## config.mk

```make
export PLATFORM = sky130hd
export DESIGN_NAME = pswdiv_top
export DESIGN_NICKNAME = d
export VERILOG_FILES = /design/src/rtl/pswdiv_pkg.sv /design/src/rtl/pswdiv_ratio_ctl.sv /design/src/rtl/pswdiv_prescaler.sv /design/src/rtl/pswdiv_counter.sv /design/src/rtl/pswdiv_top.sv
export SDC_FILE = /design/constraint.sdc
export NUM_CORES = 1
export LEC_CHECK = 0
export BUFFER_PORTS_ARGS = -buffer_cell sky130_fd_sc_hd__buf_2
export CAP_MARGIN = 20
export CORE_ASPECT_RATIO = 0.6
export CORE_MARGIN = 4
export CORE_UTILIZATION = 59
export DETAILED_ROUTE_END_ITERATION = 7
export PLACE_DENSITY = 0.85
export REMOVE_ABC_BUFFERS = 1
export SLEW_MARGIN = 0
export SYNTH_ARGS = -nofsm -noshare
export SYNTH_HDL_FRONTEND = slang
export SYNTH_HIERARCHICAL = 1
export SYNTH_SLANG_ARGS = --single-unit
```

## constraint.sdc

```tcl
create_clock -name clk_i -period 3.1 [get_ports clk_i]
set_clock_uncertainty 0.05 [all_clocks]
set_input_delay 0.31 -clock clk_i [delete_from_list [all_inputs] [get_ports clk_i]]
set_output_delay 0.31 -clock clk_i [all_outputs]
set_load 0.01 [all_outputs]
```

## src/rtl/pswdiv_pkg.sv

```systemverilog
package pswdiv_pkg;

  // Prescaler modulus selection
  typedef enum logic {
    MOD_LO = 1'b0,
    MOD_HI = 1'b1
  } mod_e;

  // True when value lies inside the closed legal interval
  function automatic logic in_range(input int value, input int lo, input int hi);
    return (value >= lo) && (value <= hi);
  endfunction

endpackage

```

## src/rtl/pswdiv_ratio_ctl.sv

```systemverilog
module pswdiv_ratio_ctl
  import pswdiv_pkg::*;
#(
  parameter int RATIO_W     = 8,
  parameter int PRE_LO      = 4,
  parameter int MIN_RATIO   = 16,
  parameter int MAX_RATIO   = 159,
  parameter int DEF_RATIO   = 16,
  parameter int CNT_W       = 6
) (
  input  logic               clk_i,
  input  logic               rst_i,
  input  logic [RATIO_W-1:0] ratio_i,
  input  logic               bound_i,
  output logic [CNT_W-1:0]   load_val_o,
  output logic [CNT_W-1:0]   thr_o,
  output logic [RATIO_W-1:0] act_ratio_o,
  output logic               ok_o
);

  logic               legal;
  logic [RATIO_W-1:0] sel_ratio;
  logic [RATIO_W-1:0] act_q;
  logic [CNT_W-1:0]   thr_q;
  logic               ok_q;
  int                 p_int;
  int                 s_int;

  assign legal = in_range(int'(ratio_i), MIN_RATIO, MAX_RATIO);

  // Ratio in force for the next period
  always_comb begin
    if (legal)
      sel_ratio = ratio_i;
    else if (rst_i)
      sel_ratio = RATIO_W'(DEF_RATIO);
    else
      sel_ratio = act_q;
    p_int = int'(sel_ratio) / PRE_LO;
    s_int = int'(sel_ratio) % PRE_LO;
  end

  assign load_val_o = CNT_W'(p_int);

  always_ff @(posedge clk_i) begin
    if (rst_i || bound_i) begin
      act_q <= sel_ratio;
      // Count above this threshold selects the long modulus
      thr_q <= CNT_W'(p_int - s_int);
    end
    if (rst_i)
      ok_q <= 1'b0;
    else
      ok_q <= legal;
  end

  assign thr_o       = thr_q;
  assign act_ratio_o = act_q;
  assign ok_o        = ok_q;

endmodule

```

## src/rtl/pswdiv_prescaler.sv

```systemverilog
module pswdiv_prescaler
  import pswdiv_pkg::*;
#(
  parameter int PRE_LO = 4,
  parameter int PH_W   = 3
) (
  input  logic clk_i,
  input  logic rst_i,
  input  mod_e mod_i,
  output logic tick_o
);

  logic [PH_W-1:0] phase_q;
  logic [PH_W-1:0] last_phase;

  assign last_phase = (mod_i == MOD_HI) ? PH_W'(PRE_LO) : PH_W'(PRE_LO - 1);
  assign tick_o     = (phase_q == last_phase);

  always_ff @(posedge clk_i) begin
    if (rst_i || tick_o)
      phase_q <= '0;
    else
      phase_q <= phase_q + 1'b1;
  end

endmodule

```

## src/rtl/pswdiv_counter.sv

```systemverilog
module pswdiv_counter
  import pswdiv_pkg::*;
#(
  parameter int CNT_W = 6
) (
  input  logic             clk_i,
  input  logic             rst_i,
  input  logic             tick_i,
  input  logic [CNT_W-1:0] load_val_i,
  input  logic [CNT_W-1:0] thr_i,
  output mod_e             mod_o,
  output logic             bound_o
);

  logic [CNT_W-1:0] cnt_q;
  logic             term;

  assign term    = (cnt_q == CNT_W'(1));
  assign bound_o = tick_i && term;
  assign mod_o   = (cnt_q > thr_i) ? MOD_HI : MOD_LO;

  always_ff @(posedge clk_i) begin
    if (rst_i || bound_o)
      cnt_q <= load_val_i;
    else if (tick_i)
      cnt_q <= cnt_q - 1'b1;
  end

endmodule

```

## src/rtl/pswdiv_top.sv

```systemverilog
module pswdiv_top
  import pswdiv_pkg::*;
#(
  parameter int RATIO_W   = 8,
  parameter int PRE_LO    = 4,
  parameter int MIN_RATIO = 16,
  parameter int MAX_RATIO = 159,
  parameter int DEF_RATIO = 16
) (
  input  logic               clk_i,
  input  logic               rst_i,
  input  logic [RATIO_W-1:0] ratio_i,
  output logic               div_pulse_o,
  output logic               ratio_ok_o
);

  localparam int CNT_W = $clog2(MAX_RATIO / PRE_LO + 1);
  localparam int PH_W  = $clog2(PRE_LO + 1);

  logic [CNT_W-1:0]   load_val;
  logic [CNT_W-1:0]   thr;
  logic [RATIO_W-1:0] act_ratio;
  logic               tick;
  logic               bound;
  logic               mod_hi;
  mod_e               mod_sel;
  logic               pulse_q;

  pswdiv_ratio_ctl #(
    .RATIO_W  (RATIO_W),
    .PRE_LO   (PRE_LO),
    .MIN_RATIO(MIN_RATIO),
    .MAX_RATIO(MAX_RATIO),
    .DEF_RATIO(DEF_RATIO),
    .CNT_W    (CNT_W)
  ) ctl_i (
    .clk_i      (clk_i),
    .rst_i      (rst_i),
    .ratio_i    (ratio_i),
    .bound_i    (bound),
    .load_val_o (load_val),
    .thr_o      (thr),
    .act_ratio_o(act_ratio),
    .ok_o       (ratio_ok_o)
  );

  pswdiv_prescaler #(
    .PRE_LO(PRE_LO),
    .PH_W  (PH_W)
  ) pre_i (
    .clk_i (clk_i),
    .rst_i (rst_i),
    .mod_i (mod_sel),
    .tick_o(tick)
  );

  pswdiv_counter #(
    .CNT_W(CNT_W)
  ) cnt_i (
    .clk_i     (clk_i),
    .rst_i     (rst_i),
    .tick_i    (tick),
    .load_val_i(load_val),
    .thr_i     (thr),
    .mod_o     (mod_sel),
    .bound_o   (bound)
  );

  assign mod_hi = (mod_sel == MOD_HI);

  always_ff @(posedge clk_i) begin
    if (rst_i)
      pulse_q <= 1'b0;
    else
      pulse_q <= bound;
  end

  assign div_pulse_o = pulse_q;

endmodule

```

==> flow_metrics.env <==
export IMPL_area_growth_pct=9.73
export IMPL_rsz0062_at_grt="false"
export IMPL_power_clock_fraction=0.225
export IMPL_cp_max_fo=6
export IMPL_vdd_drop_max_uv=376
export IMPL_drt_total_wl_um=3090
export IMPL_fp_dieArea_um2=3580
export IMPL_startpoint_type="flop"
export IMPL_drive_gt1_frac=0.236
export IMPL_n_fill_cell=197
export IMPL_multi_input_area_um2=797
export IMPL_overflow=0
export IMPL_max_stage_delay_ps=480
export IMPL_drt_iter0_drc=118
export IMPL_final_hold_violation_count=0
export IMPL_hp_class="in2reg"
export IMPL_ant_nets=0
export IMPL_routed_top_layer="met4"
export IMPL_synth_most_common_cell="edfxtp_1"
export IMPL_grt_total_usage=0.198
export IMPL_worst_setup_path_end_kind="flop"
export IMPL_netlist_area_um2=1570
export IMPL_ctsHoldBuffers=0
export IMPL_num_rows=14
export IMPL_yosysTopAreaCellShare=0.383
export IMPL_final_nets=171
export IMPL_cts_sinks=25
export IMPL_path_buf_inv=0
export IMPL_critical_path_class="reg2reg"
export IMPL_n_antenna_cell=0
export IMPL_die_x_um=74.6
export IMPL_vias=1053
export IMPL_met3_length_um=162
export IMPL_grt_max_degree=22
export IMPL_htree_levels=1
export IMPL_post_cts_setup_buffers=0
export IMPL_cts_clk_slew_worst_paths_ps=80
export IMPL_synth_cell_type_count=47
export IMPL_antenna_found_initial=0
export IMPL_synth_top_cell_by_area="edfxtp_1"
export IMPL_syn_avg_cell_area_um2=11.9
export IMPL_yosysSeqAreaShare=0.447
export IMPL_yosysWarnings=6
export IMPL_whs_ps=358
export IMPL_register_area_um2=701
export IMPL_power_frac_seq=0.527
export IMPL_status="finished, final reports clean"
export IMPL_cts_buffer_depth=2
export IMPL_hpwl_um=2430
export IMPL_die_y_um=47.9
export IMPL_ys_flop_type="edfxtp_1"
export IMPL_crit_arrival_ps=2900
export IMPL_fin_crit_sh=0.943
export IMPL_finalSetupViolCount=0
export IMPL_cts_tree="yes"
export IMPL_p_leak_nw=0.714
export IMPL_cts_resized=0
export IMPL_critPathSlowestCell="edfxtp_1"
export IMPL_clk_latency_ps=260
export IMPL_drcViolationCount=0
export IMPL_cts_buffers=3
export IMPL_coreArea_um2=2520
export IMPL_min_period_ps=2920
export IMPL_p_int_mw=0.595
export IMPL_portBuffers=11
export IMPL_required_ps=3070
export IMPL_relSlewSlack=0.700
export IMPL_p_switching_mw=0.230
export IMPL_max_freq_mhz=342
export IMPL_synth_top_cells_by_count="edfxtp_1 (20), inv_1 (12), ha_1 (11)"
export IMPL_maxCapViolations=0
export IMPL_start_util=0.622
export IMPL_wl_met2_um=1470
export IMPL_synthCells=132
export IMPL_critPathTopFamily="simple AND/OR/NAND/NOR gates"
export IMPL_synth_seq_cells=25
export IMPL_power_frac_comb=0.248
export IMPL_routed_via_density=5.85
export IMPL_drv_slew=0
export IMPL_first_pass_iters=4
export IMPL_worst_pin_slew_ps=450
export IMPL_synth_edff_count=20
export IMPL_pwr_density_cell_nw_per_um2=480
export IMPL_grt_pass1_wl_um=5060
export IMPL_boundaryPins=12
export IMPL_setup_tns_ps=0
export IMPL_switching_share=0.279
export IMPL_async_flop_share=0
export IMPL_crit_chain="ha_1 -> and4_1 -> and3_1 -> a31oi_1 -> nand3b_1 -> o22ai_1 -> and4bb_4 -> a21oi_4 -> mux2_2"
export IMPL_wl_per_cell_um=17.2
export IMPL_gp_congestion=0.889
export IMPL_m1WireLength_um=1430
export IMPL_synthTopCellsByArea="edfxtp_1 (38%), ha_1 (8.8%), dfxtp_1 (6.4%)"
export IMPL_grt_pass1_vias=1080
export IMPL_ctsRootBufferMaster="clkbuf_8"
state kept, by name, indices dropped and copies added, names as in the netlist:
register	cells
cnt_i/cnt_q	6
ctl_i/act_ratio_o	8
ctl_i/ok_o	1
ctl_i/thr_o	6
div_pulse_o	1
pre_i/phase_q	3
cell usage in the layout (no fill, tap or decap), types with 3 or more instances in the layout:
cell type  netlist  final
nor2b_1          5      5
nand3b_1         3      3
nor2_1           5      5
edfxtp_1        20     20
nand2_1          4      4
xor2_1           6      6
nor3_1           4      4
nand2b_1         3      3
mux2i_1          3      3
dfxtp_1          5      5
buf_2            0     11
inv_1           12     12
ha_1            11     11
mux2_2           5      5
a21oi_1          4      4
nor3b_1          5      5
clkbuf_8         0      3
final timing paths:
check	cells past startpoint	slack, ps	endpoint	from
setup / recovery	9	180	cnt_i/cnt_q[4]	cnt_i/cnt_q[4]
hold / removal	2	360	ctl_i/act_ratio_o[2]	ratio_i[2]
setup reg to reg	9	180	cnt_i/cnt_q[4]	cnt_i/cnt_q[4]
hold reg to reg	1	510	pre_i/phase_q[0]	pre_i/phase_q[0]
metrics by stage:
step	cell area, µm²	std cells	power, mW	util	worst slack [ps]
4_1_cts	1720	180	0.830	0.683	186
5_1_grt	1720	180	0.872	0.683	51.6
3_3_place_gp	1680	176	0.629	0.665	307
6_report	1720	180	0.826	0.683	175
2_1_floorplan	1550	130	0.574	-	355
3_5_place_dp	1680	176	0.645	0.665	208
metal layers:
metal / vias up / track usage
li1: 515 / -
met1: 499 / 0.252
met2: 33 / 0.346
met3: 6 / 0.0482
met4: 0 / 0.0567
met5: - / 0
worst register-to-register path: cells and delay by family (launching register included):
kind                       cells  cell delay [ps]
AOI/OAI and AO/OA              3              630
muxes                          1              380
DFF                            1              480
adders and majority gates      1              330
and+or+nand+nor                4              830
final cells by class:
class / instances / share of cell area
sequential: 25 / 0.407
clock buffer: 4 / 0.0262
tap: 32 / 0.0233
inverter: 13 / 0.0283
multi-input combinational: 92 / 0.463
timing repair buffer: 14 / 0.0523
cells by family (layout without fill, tap and decap cells):
group,Yosys count,count (layout),synth area share
simple gates,41,41,0.178
flops,25,25,0.447
compound gates,23,23,0.127
buf+inv,15,31,0.0454
fa+ha+maj,12,12,0.100
mux,9,9,0.0638
xor+xnor,7,7,0.0391
power by group through the flow:
| stage | registers [mW] | logic [mW] | clock network (mW) |
|---|---|---|---|
| after CTS | 0.434 | 0.205 | 0.191 |
| after global placement | 0.439 | 0.190 | 0 |
| final | 0.435 | 0.205 | 0.186 |
| after global routing | 0.438 | 0.228 | 0.206 |
| after floorplan | 0.434 | 0.140 | 0 |
| after detailed placement | 0.442 | 0.203 | 0 |
(Power assumes the default switching activity.)
